$ cat src/rtl/uart_regbank_pkg.sv
package uart_regbank_pkg;

  typedef enum logic [1:0] {
    BANK_GEN,
    BANK_DIV,
    BANK_ENH
  } bank_e;

  typedef enum logic [3:0] {
    RID_NONE,
    RID_HOLD,
    RID_IER,
    RID_ISFC,
    RID_LCR,
    RID_MCR,
    RID_LSR,
    RID_MSR,
    RID_SPR,
    RID_DLL,
    RID_DLM,
    RID_EFR,
    RID_XON_LO,
    RID_XON_HI,
    RID_XOFF_LO,
    RID_XOFF_HI
  } reg_id_e;

  // Exact key value wins over the divisor-latch bit.
  function automatic bank_e pick_bank(input logic [7:0] lcr, input logic [7:0] key);
    if (lcr == key)      return BANK_ENH;
    else if (lcr[7])     return BANK_DIV;
    else                 return BANK_GEN;
  endfunction

  function automatic reg_id_e map_reg(input bank_e b, input logic [2:0] a);
    reg_id_e r;
    r = RID_NONE;
    if (b == BANK_ENH) begin
      case (a)
        3'd2:    r = RID_EFR;
        3'd3:    r = RID_LCR;
        3'd4:    r = RID_XON_LO;
        3'd5:    r = RID_XON_HI;
        3'd6:    r = RID_XOFF_LO;
        3'd7:    r = RID_XOFF_HI;
        default: r = RID_NONE;
      endcase
    end else if (b == BANK_DIV && a == 3'd0) begin
      r = RID_DLL;
    end else if (b == BANK_DIV && a == 3'd1) begin
      r = RID_DLM;
    end else begin
      case (a)
        3'd0:    r = RID_HOLD;
        3'd1:    r = RID_IER;
        3'd2:    r = RID_ISFC;
        3'd3:    r = RID_LCR;
        3'd4:    r = RID_MCR;
        3'd5:    r = RID_LSR;
        3'd6:    r = RID_MSR;
        default: r = RID_SPR;
      endcase
    end
    return r;
  endfunction

  // Write merge: gated bits keep their old value while the gate is shut.
  function automatic logic [7:0] gate_merge(input logic [7:0] old_v, input logic [7:0] new_v,
                                            input logic [7:0] mask, input logic open);
    return open ? new_v : ((old_v & mask) | (new_v & ~mask));
  endfunction

  // Visibility: gated bits read and drive as zero while the gate is shut.
  function automatic logic [7:0] gate_hide(input logic [7:0] v, input logic [7:0] mask,
                                           input logic open);
    return open ? v : (v & ~mask);
  endfunction

endpackage

$ cat src/rtl/uart_bank_decode.sv
module uart_bank_decode
  import uart_regbank_pkg::*;
#(
  parameter logic [7:0] ENH_KEY = 8'hBF
) (
  input  logic [7:0] lcr,
  input  logic [2:0] addr,
  output reg_id_e    rid
);

  bank_e bank;

  always_comb begin
    bank = pick_bank(lcr, ENH_KEY);
    rid  = map_reg(bank, addr);
  end

endmodule

$ cat src/rtl/uart_ctrl_regs.sv
module uart_ctrl_regs
  import uart_regbank_pkg::*;
#(
  parameter logic [7:0] ENH_KEY   = 8'hBF,
  parameter logic [7:0] SPR_RESET = 8'hFF,
  parameter logic [7:0] IER_GATE  = 8'hF0,
  parameter logic [7:0] MCR_GATE  = 8'h40,
  parameter logic [7:0] FCR_KEEP  = 8'hC9,
  parameter int         GATE_BIT  = 4,
  parameter int         RXCLR_BIT = 1,
  parameter int         TXCLR_BIT = 2
) (
  input  logic        clk,
  input  logic        rst_n,
  input  reg_id_e     rid,
  input  logic        wr_en,
  input  logic [7:0]  wdata,
  output logic [7:0]  lcr_q,
  output logic [7:0]  fcr_q,
  output logic [7:0]  efr_q,
  output logic [7:0]  spr_q,
  output logic [15:0] div_q,
  output logic [15:0] xon_q,
  output logic [15:0] xoff_q,
  output logic [7:0]  ier_vis,
  output logic [7:0]  mcr_vis,
  output logic        gate_open,
  output logic        rx_clr,
  output logic        tx_clr
);

  logic [7:0] ier_q, mcr_q;

  // Named write events, one per target register.
  logic ier_we, fcr_we, lcr_we, mcr_we, spr_we, dll_we, dlm_we, efr_we;
  logic xonl_we, xonh_we, xoffl_we, xoffh_we;

  assign ier_we   = wr_en && (rid == RID_IER);
  assign fcr_we   = wr_en && (rid == RID_ISFC);
  assign lcr_we   = wr_en && (rid == RID_LCR);
  assign mcr_we   = wr_en && (rid == RID_MCR);
  assign spr_we   = wr_en && (rid == RID_SPR);
  assign dll_we   = wr_en && (rid == RID_DLL);
  assign dlm_we   = wr_en && (rid == RID_DLM);
  assign efr_we   = wr_en && (rid == RID_EFR);
  assign xonl_we  = wr_en && (rid == RID_XON_LO);
  assign xonh_we  = wr_en && (rid == RID_XON_HI);
  assign xoffl_we = wr_en && (rid == RID_XOFF_LO);
  assign xoffh_we = wr_en && (rid == RID_XOFF_HI);

  assign gate_open = efr_q[GATE_BIT];
  assign ier_vis   = gate_hide(ier_q, IER_GATE, gate_open);
  assign mcr_vis   = gate_hide(mcr_q, MCR_GATE, gate_open);

  always_ff @(posedge clk or negedge rst_n) begin
    if (!rst_n) begin
      ier_q  <= 8'h00;
      fcr_q  <= 8'h00;
      lcr_q  <= 8'h00;
      mcr_q  <= 8'h00;
      efr_q  <= 8'h00;
      spr_q  <= SPR_RESET;
      div_q  <= 16'h0000;
      xon_q  <= 16'h0000;
      xoff_q <= 16'h0000;
      rx_clr <= 1'b0;
      tx_clr <= 1'b0;
    end else begin
      rx_clr <= fcr_we && wdata[RXCLR_BIT];
      tx_clr <= fcr_we && wdata[TXCLR_BIT];
      if (ier_we)   ier_q        <= gate_merge(ier_q, wdata, IER_GATE, gate_open);
      if (mcr_we)   mcr_q        <= gate_merge(mcr_q, wdata, MCR_GATE, gate_open);
      if (fcr_we)   fcr_q        <= wdata & FCR_KEEP;
      if (lcr_we)   lcr_q        <= wdata;
      if (spr_we)   spr_q        <= wdata;
      if (efr_we)   efr_q        <= wdata;
      if (dll_we)   div_q[7:0]   <= wdata;
      if (dlm_we)   div_q[15:8]  <= wdata;
      if (xonl_we)  xon_q[7:0]   <= wdata;
      if (xonh_we)  xon_q[15:8]  <= wdata;
      if (xoffl_we) xoff_q[7:0]  <= wdata;
      if (xoffh_we) xoff_q[15:8] <= wdata;
    end
  end

  a_r5_lcr_holds: assert property (@(posedge clk) disable iff (!rst_n)
    !lcr_we |=> $stable(lcr_q));

  a_r2_enh_locked: assert property (@(posedge clk) disable iff (!rst_n)
    (lcr_q != ENH_KEY) |=> ($stable(efr_q) && $stable(xon_q) && $stable(xoff_q)));

  a_r6_rxclr_cause: assert property (@(posedge clk) disable iff (!rst_n)
    rx_clr |-> $past(fcr_we && wdata[RXCLR_BIT]));

  a_r6_txclr_cause: assert property (@(posedge clk) disable iff (!rst_n)
    tx_clr |-> $past(fcr_we && wdata[TXCLR_BIT]));

  a_r7_ier_kept: assert property (@(posedge clk) disable iff (!rst_n)
    (ier_we && !gate_open) |=> ((ier_q & IER_GATE) == $past(ier_q & IER_GATE)));

  a_r7_mcr_kept: assert property (@(posedge clk) disable iff (!rst_n)
    (mcr_we && !gate_open) |=> ((mcr_q & MCR_GATE) == $past(mcr_q & MCR_GATE)));

endmodule

$ cat src/rtl/uart_read_mux.sv
module uart_read_mux
  import uart_regbank_pkg::*;
#(
  parameter logic [7:0] ISR_GATE = 8'h30
) (
  input  reg_id_e     rid,
  input  logic        rd_en,
  input  logic [7:0]  rx_data,
  input  logic [5:0]  isr_id,
  input  logic [7:0]  lsr_stat,
  input  logic [7:0]  msr_stat,
  input  logic [7:0]  ier_vis,
  input  logic [7:0]  mcr_vis,
  input  logic [7:0]  lcr_q,
  input  logic [7:0]  fcr_q,
  input  logic [7:0]  efr_q,
  input  logic [7:0]  spr_q,
  input  logic [15:0] div_q,
  input  logic [15:0] xon_q,
  input  logic [15:0] xoff_q,
  input  logic        gate_open,
  output logic [7:0]  rdata
);

  logic [7:0] isr_byte;
  logic [7:0] sel;

  always_comb begin
    isr_byte = gate_hide({fcr_q[0], fcr_q[0], isr_id}, ISR_GATE, gate_open);
    case (rid)
      RID_HOLD:    sel = rx_data;
      RID_IER:     sel = ier_vis;
      RID_ISFC:    sel = isr_byte;
      RID_LCR:     sel = lcr_q;
      RID_MCR:     sel = mcr_vis;
      RID_LSR:     sel = lsr_stat;
      RID_MSR:     sel = msr_stat;
      RID_SPR:     sel = spr_q;
      RID_DLL:     sel = div_q[7:0];
      RID_DLM:     sel = div_q[15:8];
      RID_EFR:     sel = efr_q;
      RID_XON_LO:  sel = xon_q[7:0];
      RID_XON_HI:  sel = xon_q[15:8];
      RID_XOFF_LO: sel = xoff_q[7:0];
      RID_XOFF_HI: sel = xoff_q[15:8];
      default:     sel = 8'h00;
    endcase
    rdata = rd_en ? sel : 8'h00;
  end

endmodule

$ cat src/rtl/uart_regbank.sv
module uart_regbank
  import uart_regbank_pkg::*;
#(
  parameter logic [7:0] ENH_KEY   = 8'hBF,
  parameter logic [7:0] SPR_RESET = 8'hFF,
  parameter int         GATE_BIT  = 4
) (
  input  logic        clk,
  input  logic        rst_n,
  input  logic [2:0]  addr,
  input  logic        wr_en,
  input  logic        rd_en,
  input  logic [7:0]  wdata,
  output logic [7:0]  rdata,
  input  logic [7:0]  rx_data,
  output logic        rx_pop,
  output logic [7:0]  thr_data,
  output logic        thr_push,
  input  logic [5:0]  isr_id,
  input  logic [7:0]  lsr_stat,
  input  logic [7:0]  msr_stat,
  output logic [1:0]  word_len,
  output logic        stop_two,
  output logic        par_en,
  output logic        par_even,
  output logic        par_stick,
  output logic        brk,
  output logic [15:0] divisor,
  output logic        fifo_en,
  output logic        rx_fifo_clr,
  output logic        tx_fifo_clr,
  output logic        dma_sel,
  output logic [1:0]  rx_trig,
  output logic [15:0] xon_char,
  output logic [15:0] xoff_char,
  output logic [7:0]  ier_eff,
  output logic [7:0]  mcr_eff,
  output logic [7:0]  efr
);

  localparam logic [7:0] IER_GATE = 8'hF0;
  localparam logic [7:0] MCR_GATE = 8'h40;
  localparam logic [7:0] ISR_GATE = 8'h30;
  localparam logic [7:0] FCR_KEEP = 8'hC9;

  reg_id_e     rid;
  logic [7:0]  lcr_q, fcr_q, efr_q, spr_q;
  logic [15:0] div_q, xon_q, xoff_q;
  logic        gate_open;

  uart_bank_decode #(.ENH_KEY(ENH_KEY)) u_dec (
    .lcr  (lcr_q),
    .addr (addr),
    .rid  (rid)
  );

  uart_ctrl_regs #(
    .ENH_KEY   (ENH_KEY),
    .SPR_RESET (SPR_RESET),
    .IER_GATE  (IER_GATE),
    .MCR_GATE  (MCR_GATE),
    .FCR_KEEP  (FCR_KEEP),
    .GATE_BIT  (GATE_BIT),
    .RXCLR_BIT (1),
    .TXCLR_BIT (2)
  ) u_regs (
    .clk       (clk),
    .rst_n     (rst_n),
    .rid       (rid),
    .wr_en     (wr_en),
    .wdata     (wdata),
    .lcr_q     (lcr_q),
    .fcr_q     (fcr_q),
    .efr_q     (efr_q),
    .spr_q     (spr_q),
    .div_q     (div_q),
    .xon_q     (xon_q),
    .xoff_q    (xoff_q),
    .ier_vis   (ier_eff),
    .mcr_vis   (mcr_eff),
    .gate_open (gate_open),
    .rx_clr    (rx_fifo_clr),
    .tx_clr    (tx_fifo_clr)
  );

  uart_read_mux #(.ISR_GATE(ISR_GATE)) u_rmux (
    .rid       (rid),
    .rd_en     (rd_en),
    .rx_data   (rx_data),
    .isr_id    (isr_id),
    .lsr_stat  (lsr_stat),
    .msr_stat  (msr_stat),
    .ier_vis   (ier_eff),
    .mcr_vis   (mcr_eff),
    .lcr_q     (lcr_q),
    .fcr_q     (fcr_q),
    .efr_q     (efr_q),
    .spr_q     (spr_q),
    .div_q     (div_q),
    .xon_q     (xon_q),
    .xoff_q    (xoff_q),
    .gate_open (gate_open),
    .rdata     (rdata)
  );

  assign rx_pop    = rd_en && (rid == RID_HOLD);
  assign thr_push  = wr_en && (rid == RID_HOLD);
  assign thr_data  = wdata;

  assign word_len  = lcr_q[1:0];
  assign stop_two  = lcr_q[2];
  assign par_en    = lcr_q[3];
  assign par_even  = lcr_q[4];
  assign par_stick = lcr_q[5];
  assign brk       = lcr_q[6];
  assign divisor   = div_q;
  assign fifo_en   = fcr_q[0];
  assign dma_sel   = fcr_q[3];
  assign rx_trig   = fcr_q[7:6];
  assign xon_char  = xon_q;
  assign xoff_char = xoff_q;
  assign efr       = efr_q;

  a_r3_pop_general_only: assert property (@(posedge clk) disable iff (!rst_n)
    rx_pop |-> (rd_en && addr == 3'd0 && !lcr_q[7]));

  a_r3_push_general_only: assert property (@(posedge clk) disable iff (!rst_n)
    thr_push |-> (wr_en && addr == 3'd0 && !lcr_q[7]));

  a_r9_unmapped_zero: assert property (@(posedge clk) disable iff (!rst_n)
    (rd_en && lcr_q == ENH_KEY && addr[2:1] == 2'b00) |-> (rdata == 8'h00));

  a_r7_ier_hidden: assert property (@(posedge clk) disable iff (!rst_n)
    (!efr[GATE_BIT]) |-> (ier_eff[7:4] == 4'h0 && mcr_eff[6] == 1'b0));

endmodule

$ cat config.mk
export PLATFORM = sky130hd
export DESIGN_NAME = uart_regbank
export DESIGN_NICKNAME = d
export VERILOG_FILES = /design/src/rtl/uart_regbank_pkg.sv /design/src/rtl/uart_bank_decode.sv /design/src/rtl/uart_ctrl_regs.sv /design/src/rtl/uart_read_mux.sv /design/src/rtl/uart_regbank.sv
export SDC_FILE = /design/constraint.sdc
export NUM_CORES = 1
export LEC_CHECK = 0
export CORE_MARGIN = 1
export CORE_UTILIZATION = 40
export CTS_CLUSTER_DIAMETER = 100
export CTS_CLUSTER_SIZE = 28
export DETAILED_ROUTE_END_ITERATION = 12
export GPL_ROUTABILITY_DRIVEN = 0
export HOLD_SLACK_MARGIN = 0.15
export PLACE_DENSITY = 0.69
export SYNTH_ARGS = -nofsm -noshare
export SYNTH_HDL_FRONTEND = slang
export SYNTH_SLANG_ARGS = --single-unit
$ cat constraint.sdc
create_clock -name clk -period 2.8 [get_ports clk]
set_input_delay 0.56 -clock clk [delete_from_list [all_inputs] [get_ports clk]]
set_output_delay 0.56 -clock clk [all_outputs]
set_load 0.02 [all_outputs]
==> results.yml <==
detailed_routing:
  postRouteAntennaNets: 0
  drtIter0Drc: 311
  dr.pass1.iters: 5
  viasPerCell: 5.64
  vias: 4436
  drt_wl_total_um: 16800
  drc: 0
  wl_per_cell_um: 21.4
timing:
  worst_pin_slew_ps: 581
  clock_skew_ps: 8.50
  hold_viol_final: 0
  post-route-period-util: 0.972
  fmax_mhz: 367
  setup_violations: 0
  relSlewSlack: 0.613
  drv_slew: 0
  period_minus_slack_ps: 2720
  rsz0062_at_grt: "no"
worst_setup_path:
  r2r_start: "u_regs.lcr_q[6]$_DFFE_PN0P_"
  crit_buf_inv: 2
  cp_max_fo: 3
  startpoint_type: "flop"
  path_class: "flop to output pin"
  critPathMostFrequentCell: "buf_4"
  ff2ff_path_depth: 8
  worstReg2RegEnd: "u_regs.xoff_q[0]$_DFFE_PN0P_"
  end_kind: "output pin"
  startpoint: "u_regs.lcr_q[7]$_DFFE_PN0P_"
  cp.depth: 7
  crit_chain: "nor2b_2 > and2_1 > buf_4 > a32o_1 > o41ai_2 > a21oi_1 > buf_4"
  cpPeakStageDelay_ps: 420
  setup.worst_path.end: "rdata[2]"
  reg2reg_slack_ps: 650
  arrival_ps: 2160
  crit_slowest_cell: "dfrtp_1"
  cp.required_ps: 2240
  crit_family: "compound AO/OA/AOI/OAI gates"
logic_synthesis:
  synth_edf_count: 0
  ys.warnings.count: 0
  synth_area_leader_cell: "dfrtp_1"
  synth_area_leaders: "dfrtp_1, mux2_2, dfstp_2"
  async_flop_share: 1.00
  ys_ff_latch: 94
  synth_cells: 426
  synth_seq_area_share: 0.471
  synth.avg_cell_area_um2: 11.8
  synth_top_cell_area_share: 0.429
  synth_flop_cell: "dfrtp_1"
  syn_area_um2: 5010
  synth_fp_nets: 471
  synth.distinct_cells: 54
  netlist_top_cells_count: "mux2_2, dfrtp_1, nand2_1"
  synth_most_common_cell: "mux2_2"
grt:
  grt_pass1_wl_um: 25700
  grt-ovfl-total: 0
  grt_max_degree: 44
  antenna_found_initial: 0
  grt_pass1_vias: 4585
  grt_use_total: 0.264
placed_design:
  io_buffers: 147
  place_area_um2: 6980
  dpl.hpwl_um: 12300
floorplan:
  fp.coreArea_um2: 12100
  start_util: 0.414
  die_x_um: 114
  rows: 40
  die-area_um2: 13000
  fp.dieH_um: 114
  pin_count: 148
cts:
  htree_levels: 3
  clockBufferDepth: 2
  cts-root-buf: "clkbuf_16"
  cts_made_buffers: 9
  clk_latency_ps: 340
  clk_pin_slew_ps: 70
  cts.sinks: 94
  cts_tree: "built"
final_layout:
  stdcell_area_um2: 7440
  multiInputGateArea_um2: 2420
  layout.nets: 660
  fin_util: 0.614
  diodes: 0
  drive_above_1_share: 0.381
  seq_area_um2: 2360
  area_delta_synth_final_pct: 48.4
  fillCellCount: 1012
pwr:
  p_leak_uw: 0.00329
  ir_drop_mv: 0.413
  powerDensity_nw_per_um2: 570
flow_run:
  drv_cap: 0
worst_hold_path:
  hp-class: "primary input to async pin"
status:
  status: "finished, final reports clean"
[state kept, by name, indices dropped and copies added (netlist names)]
signal and cells:
u_regs.xon_q 16, u_regs.spr_q 8, u_regs.efr_q 8, u_regs.fcr_q 4
u_regs.lcr_q 8, u_regs.rx_clr 1, u_regs.ier_q 8, u_regs.tx_clr 1
u_regs.xoff_q 16, u_regs.div_q 16, u_regs.mcr_q 8
[power by group]
part | switching, uW | internal [uW]
logic | 588 | 642
clock network | 507 | 805
registers | 143 | 1550
total | 1240 | 3000
[layer usage]
metal  GRT usage  vias to the layer above  share of wire
li1            -                     1953              -
met1       0.344                     2215           0.41
met2       0.430                      230           0.49
met3      0.0537                       38          0.075
met4       0.106                        0          0.023
met5           0                        -              0
[logic make-up (layout without fill, tap and decap cells)]
group | count (synthesis) | after routing | share of synthesized area
buffers and inverters | 54 | 247 | 0.0649
flip-flops | 94 | 94 | 0.471
AND/OR/NAND/NOR | 89 | 89 | 0.107
multiplexers | 102 | 102 | 0.229
AO/OA/AOI/OAI | 87 | 87 | 0.128
[worst min path at each step]
stage	startpoint	endpoint	slack [ps]
6_report	rst_n	u_regs.ier_q[2]$_DFFE_PN0P_	140
5_1_grt	rst_n	u_regs.ier_q[2]$_DFFE_PN0P_	170
4_1_cts	rst_n	u_regs.mcr_q[5]$_DFFE_PN0P_	150
3_5_place_dp	u_regs.spr_q[1]$_DFFE_PN1P_	u_regs.spr_q[1]$_DFFE_PN1P_	480
3_3_place_gp	u_regs.spr_q[1]$_DFFE_PN1P_	u_regs.spr_q[1]$_DFFE_PN1P_	470
2_1_floorplan	rst_n	u_regs.div_q[0]$_DFFE_PN0P_	260
[timing repair]
| item | CTS | global route |
|---|---|---|
| buffers inserted | 5 | 5 |
| resized for setup | 59 | 18 |
| setup endpoints to repair | 10 | 8 |
| pin swaps | 1 | 5 |
| hold buffers | 0 | 0 |
[placed cells by master (no fill, tap or decap), types with 3 or more instances in the layout]
cell and instances:
clkdlybuf4s50_1 134, mux2_2 88, dfrtp_1 86, buf_4 79, nand2_1 26, o21ai_0 19
a21oi_1 12, mux2i_1 12, a22o_1 10, clkbuf_16 9, nand3_1 8, dfstp_2 8
a32o_1 7, and2_1 6, a22oi_1 6, nand3_2 6, nand4_1 5, nor2_1 5
and3_1 5, buf_2 5, buf_12 5, nor2_4 4, o22a_1 4, nor2b_1 3
inv_1 3, a222oi_1 3, a21o_1 3, nor2_2 3
[per-stage QoR]
| stage | worst slack (ps) | TNS [ps] | instances | total power [uW] | hold WS [ps] |
|---|---|---|---|---|---|
| floorplan | 320 | 0 | 426 | 2320 | 264 |
| global placement | -707 | -6070 | 762 | 2900 | 471 |
| detailed placement | -736 | -6480 | 762 | 2920 | 477 |
| CTS | 0.0142 | 0 | 782 | 4230 | 154 |
| global route | 2.27 | 0 | 787 | 4400 | 175 |
| finish | 78.3 | 0 | 787 | 4240 | 139 |
[final cells by class]
cell class | instances | share of cell area
Multi-Input combinational cell | 278 | 0.326
Inverter | 3 | 0.00151
Sequential cell | 94 | 0.318
Clock buffer | 12 | 0.0331
Clock inverter | 3 | 0.00925
Tap cell | 168 | 0.0283
Timing Repair Buffer | 229 | 0.285
[worst register-to-register path, delay by kind of cell, from the launching register on]
kind	cells	cell delay [ps]
muxes	1	350
buffers and inverters	3	540
DFF	1	390
and+or+nand+nor	4	760
No activity file was read; power rests on OpenSTA's default activity.
